<file path="config.mk">
export PLATFORM = sky130hd
export DESIGN_NAME = owm_irq_unit
export DESIGN_NICKNAME = d
export VERILOG_FILES = /design/src/rtl/owm_irq_pkg.sv /design/src/rtl/owm_rst_sync.sv /design/src/rtl/owm_sticky_flag.sv /design/src/rtl/owm_rx_buffer.sv /design/src/rtl/owm_irq_merge.sv /design/src/rtl/owm_irq_unit.sv
export SDC_FILE = /design/constraint.sdc
export NUM_CORES = 1
export LEC_CHECK = 0
export BUFFER_PORTS_ARGS = -buffer_cell sky130_fd_sc_hd__buf_2
export CAP_MARGIN = 15
export CORE_UTILIZATION = 40
export CTS_CLUSTER_DIAMETER = 150
export DETAILED_ROUTE_END_ITERATION = 8
export MAX_ROUTING_LAYER = met4
export PLACE_DENSITY = 0.71
export SLEW_MARGIN = 15
export SYNTH_ARGS = -nofsm -noshare
export SYNTH_HDL_FRONTEND = slang
export SYNTH_SLANG_ARGS = --single-unit
export TNS_END_PERCENT = 5
</file>
<file path="constraint.sdc">
create_clock -name clk -period 1.1 [get_ports clk]
set_clock_uncertainty 0.05 [all_clocks]
set_input_delay 0.11 -clock clk [delete_from_list [all_inputs] [get_ports clk]]
set_output_delay 0.11 -clock clk [all_outputs]
set_load 0.01 [all_outputs]
</file>
<file path="src/rtl/owm_irq_pkg.sv">
package owm_irq_pkg;
  localparam int FLAG_W    = 4;
  localparam int FLAG_PRES = 0;
  localparam int FLAG_SHRT = 1;
  localparam int FLAG_RBF  = 2;
  localparam int FLAG_SRF  = 3;
  localparam int EVT_N     = 2;

  typedef enum logic {
    SEL_IRQ_REG = 1'b0,
    SEL_RX_BUF  = 1'b1
  } rd_sel_e;
endpackage

</file>
<file path="src/rtl/owm_rst_sync.sv">
module owm_rst_sync #(
  parameter int STAGES = 2
) (
  input  logic clk,
  input  logic rst_n,
  output logic rst_sync_n
);
  logic [STAGES-1:0] chain_q;
  logic [STAGES-1:0] chain_d;

  always_comb begin
    chain_d = {chain_q[STAGES-2:0], 1'b1};
  end

  always_ff @(posedge clk or negedge rst_n) begin
    if (!rst_n) chain_q <= '0;
    else        chain_q <= chain_d;
  end

  assign rst_sync_n = chain_q[STAGES-1];
endmodule

</file>
<file path="src/rtl/owm_sticky_flag.sv">
module owm_sticky_flag (
  input  logic clk,
  input  logic rst_n,
  input  logic set_i,
  input  logic clr_i,
  output logic flag_o
);
  logic flag_q;
  logic flag_d;
  logic flag_en;

  always_comb begin
    flag_en = set_i | clr_i;
    flag_d  = set_i ? 1'b1 : 1'b0;
  end

  always_ff @(posedge clk or negedge rst_n) begin
    if (!rst_n)       flag_q <= 1'b0;
    else if (flag_en) flag_q <= flag_d;
  end

  assign flag_o = flag_q;

  assert_set_wins_R5: assert property (@(posedge clk) disable iff (!rst_n)
    set_i |=> flag_o);
  assert_clear_on_read_R4: assert property (@(posedge clk) disable iff (!rst_n)
    (clr_i && !set_i) |=> !flag_o);
  assert_hold_R2: assert property (@(posedge clk) disable iff (!rst_n)
    (!set_i && !clr_i) |=> $stable(flag_o));
endmodule

</file>
<file path="src/rtl/owm_rx_buffer.sv">
module owm_rx_buffer #(
  parameter int DATA_W = 8
) (
  input  logic              clk,
  input  logic              rst_n,
  input  logic              shift_done_i,
  input  logic [DATA_W-1:0] shift_data_i,
  input  logic              buf_rd_i,
  output logic              srf_o,
  output logic              rbf_o,
  output logic [DATA_W-1:0] buf_data_o
);
  logic              srf_q, srf_d;
  logic              rbf_q, rbf_d;
  logic [DATA_W-1:0] data_q;
  logic              xfer;

  always_comb begin
    xfer  = srf_q & ~rbf_q;
    srf_d = shift_done_i | (srf_q & ~xfer);
    rbf_d = xfer | (rbf_q & ~buf_rd_i);
  end

  always_ff @(posedge clk or negedge rst_n) begin
    if (!rst_n) begin
      srf_q <= 1'b0;
      rbf_q <= 1'b0;
    end else begin
      srf_q <= srf_d;
      rbf_q <= rbf_d;
    end
  end

  always_ff @(posedge clk or negedge rst_n) begin
    if (!rst_n)    data_q <= '0;
    else if (xfer) data_q <= shift_data_i;
  end

  assign srf_o      = srf_q;
  assign rbf_o      = rbf_q;
  assign buf_data_o = data_q;

  assert_transfer_R6: assert property (@(posedge clk) disable iff (!rst_n)
    (srf_o && !rbf_o && !shift_done_i) |=> (rbf_o && !srf_o));
  assert_srf_held_R7: assert property (@(posedge clk) disable iff (!rst_n)
    (srf_o && rbf_o) |=> srf_o);
  assert_rbf_held_R8: assert property (@(posedge clk) disable iff (!rst_n)
    (rbf_o && !buf_rd_i) |=> (rbf_o && $stable(buf_data_o)));
  assert_done_sets_R6: assert property (@(posedge clk) disable iff (!rst_n)
    shift_done_i |=> srf_o);
endmodule

</file>
<file path="src/rtl/owm_irq_merge.sv">
module owm_irq_merge
  import owm_irq_pkg::*;
#(
  parameter int DATA_W = 8
) (
  input  logic [FLAG_W-1:0] flags_i,
  input  logic [FLAG_W-1:0] en_i,
  input  logic              rd_sel_i,
  input  logic [DATA_W-1:0] buf_data_i,
  output logic              irq_o,
  output logic [DATA_W-1:0] rd_data_o
);
  logic [FLAG_W-1:0] masked;
  logic [DATA_W-1:0] irq_reg;
  rd_sel_e           sel;

  for (genvar g = 0; g < FLAG_W; g++) begin : g_mask
    assign masked[g] = flags_i[g] & en_i[g];
  end

  always_comb begin
    irq_reg              = '0;
    irq_reg[FLAG_W-1:0]  = flags_i;
    sel                  = rd_sel_e'(rd_sel_i);
    irq_o                = |masked;
    rd_data_o            = (sel == SEL_RX_BUF) ? buf_data_i : irq_reg;
  end
endmodule

</file>
<file path="src/rtl/owm_irq_unit.sv">
module owm_irq_unit
  import owm_irq_pkg::*;
#(
  parameter int DATA_W    = 8,
  parameter int RST_STAGE = 2
) (
  input  logic              clk,
  input  logic              rst_n,
  input  logic              line_i,
  input  logic              seq_idle_i,
  input  logic              slot_start_i,
  input  logic              shift_done_i,
  input  logic [DATA_W-1:0] shift_data_i,
  input  logic              rd_stb_i,
  input  logic              rd_sel_i,
  input  logic [FLAG_W-1:0] irq_en_i,
  output logic [DATA_W-1:0] rd_data_o,
  output logic              irq_o
);
  logic              rst_int_n;
  logic [EVT_N-1:0]  evt_set;
  logic [EVT_N-1:0]  evt_flag;
  logic              reg_rd;
  logic              buf_rd;
  logic              srf, rbf;
  logic [DATA_W-1:0] buf_data;
  logic [FLAG_W-1:0] flags;

  owm_rst_sync #(.STAGES(RST_STAGE)) u_rst (
    .clk(clk), .rst_n(rst_n), .rst_sync_n(rst_int_n)
  );

  always_comb begin
    reg_rd             = rd_stb_i & (rd_sel_e'(rd_sel_i) == SEL_IRQ_REG);
    buf_rd             = rd_stb_i & (rd_sel_e'(rd_sel_i) == SEL_RX_BUF);
    evt_set[FLAG_PRES] = seq_idle_i & ~line_i;
    evt_set[FLAG_SHRT] = slot_start_i & ~line_i;
  end

  for (genvar e = 0; e < EVT_N; e++) begin : g_evt
    owm_sticky_flag u_flag (
      .clk(clk), .rst_n(rst_int_n),
      .set_i(evt_set[e]), .clr_i(reg_rd), .flag_o(evt_flag[e])
    );
  end

  owm_rx_buffer #(.DATA_W(DATA_W)) u_rx (
    .clk(clk), .rst_n(rst_int_n),
    .shift_done_i(shift_done_i), .shift_data_i(shift_data_i),
    .buf_rd_i(buf_rd), .srf_o(srf), .rbf_o(rbf), .buf_data_o(buf_data)
  );

  always_comb begin
    flags            = '0;
    flags[FLAG_PRES] = evt_flag[FLAG_PRES];
    flags[FLAG_SHRT] = evt_flag[FLAG_SHRT];
    flags[FLAG_RBF]  = rbf;
    flags[FLAG_SRF]  = srf;
  end

  owm_irq_merge #(.DATA_W(DATA_W)) u_merge (
    .flags_i(flags), .en_i(irq_en_i), .rd_sel_i(rd_sel_i),
    .buf_data_i(buf_data), .irq_o(irq_o), .rd_data_o(rd_data_o)
  );

  assert_presence_set_R2: assert property (@(posedge clk) disable iff (!rst_int_n)
    (seq_idle_i && !line_i) |=> flags[FLAG_PRES]);
  assert_short_set_R3: assert property (@(posedge clk) disable iff (!rst_int_n)
    (slot_start_i && !line_i) |=> flags[FLAG_SHRT]);
  assert_rbf_reassert_R9: assert property (@(posedge clk) disable iff (!rst_int_n)
    (rbf && irq_en_i[FLAG_RBF]) |-> irq_o);
  assert_no_req_R9: assert property (@(posedge clk) disable iff (!rst_int_n)
    (irq_en_i == '0) |-> !irq_o);
endmodule

</file>
==> summary.md <==
| Metric | Value |
|---|---|
| TritonRoute pass-1 iters | 4 |
| First-pass GRT wire length | 2120 microns |
| Remaining global-route overflow | 0 |
| Finished Layout Cells | 97 |
| CP Max Fanout | 3 |
| Setup tns final | -2790 ps |
| Port Buf Inserts | 28 |
| Area leader, netlist | dfrtp_1 |
| Clk_lat worst skew | 270 ps |
| Crit path required time | 940 ps |
| Syn Nets | 64 |
| Vias in the first global route | 473 |
| Commonest non-fill, non-tap cell in the layout | buf_2 |
| Area contributors post-synth | dfrtp_1, mux2_4, mux2_2 |
| Initial antenna violation count | 0 |
| Share of the yosys chip area belonging to registers | 55.2% |
| Avg WL per Cell | 12.3 microns |
| WS Path Type | flip-flop to primary output |
| Final Max Tran Viols | 0 |
| Worst Setup Start Kind | flip-flop |
| Fillers | 133 |
| Syn Area/Cell | 14.4 sq um |
| Yosys cell types | 16 |
| Static Leak | 0.468 nW |
| Layout area overhead | 44.4% |
| Largest net degree at the start of global routing | 13 |
| Worst VDD drop | 0.000956 V |
| Final Util | 61.5% |
| Total Wirelength | 1190 microns |
| Sink Count | 14 |
| Root Driver | clkbuf_4 |
| Placed Cells incl. Taps | 88 |
| Antenna Cells | 0 |
| Number of synthesized register bits | 14 |
| Violated checks | setup timing |
| HP Class | input pin to flip-flop |
| Fin crit period | 1350 ps |
| I/O pin cnt | 29 |
| Die width | 41.8 microns |
| Share of layout cells above drive strength 1 | 61.7% |
| Initial DRC Count | 6 |
| RSZ-0062 raised after global routing | true |
| Placed Area | 793 sq um |
| Worst setup margin | -247 ps |
| Power consumption | 1.48 mW |
| Final period util | 122% |
| Dpl hpwl | 812 microns |
| Fin area | 916 sq um |
| Crit path capture type | primary output |
| Nets | 102 |
| CTS Buf Count | 3 |
| Cell Area, Synth | 634 sq um |
| Detailed-route DRC error count | 0 |
| Initial Util | 42.6% |
| Core area | 0.00149 sq mm |
| Worst EP arrival | 1190 ps |
| Post-synthesis cell count | 44 |
| Vias | 465 |
| Total GRT Usage | 16.9% |
| Die area | 0.00175 sq mm |
| Vias per inst | 4.79 |
| Synth top area share | 55.2% |
| Max Freq | 742 MHz |
| Power Density | 1620 mW/mm^2 |
| Row cnt | 14 |
| Hold Fails Final Rpt | 0 |
| Antenna viol nets, final | 0 |
| Die Y | 41.8 microns |
| TritonCTS clock tree | built |
| Worst-path clk slew | 80 ps |
| CTS H-tree depth | 1 |
| Max_cap viols | 0 |
| Routability cong. | 0.732 |
| Most frequent cells in the layout | buf_2, dfrtp_1, mux2_4 |
| Worst-case clock buffer depth | 2 |
| Outcome | complete, but fails checks |
| Count of final setup violators | 14 |
| Synth warn | 0 |
## flip-flops by register name (all words and copies together) (netlist names)
name and count:
u_rst.chain_q 2, u_rx.buf_data_o 8, u_rx.rbf_o 1, u_rx.srf_o 1
g_evt.u_flag.flag_o 2
## area by class of cell
type | count | area (sq um) | share of cell area, %
flip-flops and latches | 14 | 350 | 38.3
well taps | 16 | 20.0 | 2.19
multi-input cells | 27 | 273 | 29.8
clock buffers | 4 | 36.3 | 3.96
inverters | 1 | 3.75 | 0.410
repair buffers | 35 | 233 | 25.4
## worst max-delay path, stage by stage, from the launching register on
cell and delay [ps]:
dfrtp_1 400, buf_6 120, mux2_4 270, buf_6 120
## synthesized netlist by cell type
| master | instances |
|---|---|
| mux2_4 | 8 |
| inv_1 | 1 |
| buf_6 | 1 |
| a21o_2 | 1 |
| and2_1 | 4 |
| buf_2 | 1 |
| nor2b_2 | 1 |
| conb_1 | 1 |
| nor2_1 | 1 |
| a31oi_1 | 1 |
| mux2_2 | 4 |
| nand2_1 | 1 |
| a22o_1 | 2 |
| dfrtp_1 | 14 |
| a22oi_1 | 2 |
| nand2b_1 | 1 |
## power breakdown
group / internal (mW) / switching, mW
Clock: 0.201 / 0.157
Sequential: 0.615 / 0.0649
Combinational: 0.301 / 0.141
Total: 1.12 / 0.362
## metal layers
| layer | part of all wire (%) | wire length (microns) | global-route usage [%] |
|---|---|---|---|
| met1 | 44 | 522 | 20.2 |
| met2 | 49 | 585 | 25.0 |
| met3 | 5.5 | 65 | 7.83 |
| met4 | 1.4 | 17 | 5.81 |
| met5 | 0 | 0 | - |
## cell families (layout without fill, tap and decap cells)
logic type	count (synthesis)	after routing	synth area share (%)
AOI/OAI and AO/OA	6	6	7.50
buffers and inverters	3	40	3.15
DFF	14	14	55.2
muxes	12	12	26.0
other	1	1	0.591
and+or+nand+nor	8	8	7.49
## through the flow
| step | setup WS, ps | hold WS (ps) |
|---|---|---|
| 2_1_floorplan | -45.7 | -236 |
| 3_3_place_gp | -234 | -155 |
| 3_5_place_dp | -274 | -154 |
| 4_1_cts | -256 | 2.60 |
| 5_1_grt | -297 | 2.83 |
| 6_report | -247 | 6.45 |
## final timing paths
kind                       cells past startpoint                        from  slack (ps)                                 end
max reg2reg                                    3        u_rx.rbf_o$_DFF_PN0_        -230      u_rx.buf_data_o[6]$_DFFE_PN0P_
max in group asynchronous                      0  u_rst.chain_q[1]$_DFF_PN0_         530      u_rx.buf_data_o[2]$_DFFE_PN0P_
min reg2reg                                    0  u_rst.chain_q[1]$_DFF_PN0_         150      u_rx.buf_data_o[5]$_DFFE_PN0P_
min in group asynchronous                      2                       rst_n          90          u_rst.chain_q[1]$_DFF_PN0_
min                                            2                  seq_idle_i           6  g_evt[0].u_flag.flag_o$_DFFE_PN0P_
max                                            3        u_rx.srf_o$_DFF_PN0_        -250                        rd_data_o[3]
## what timing repair did
action | in CTS | in global routing
resized for setup | 8 | 0
setup buffers | 2 | 0
pin swaps | 1 | 0
hold buffers | 3 | 0
endpoints found under the setup margin | 16 | 17
hold endpoints to repair | 4 | 0
Power figures use the tool's default switching activity.
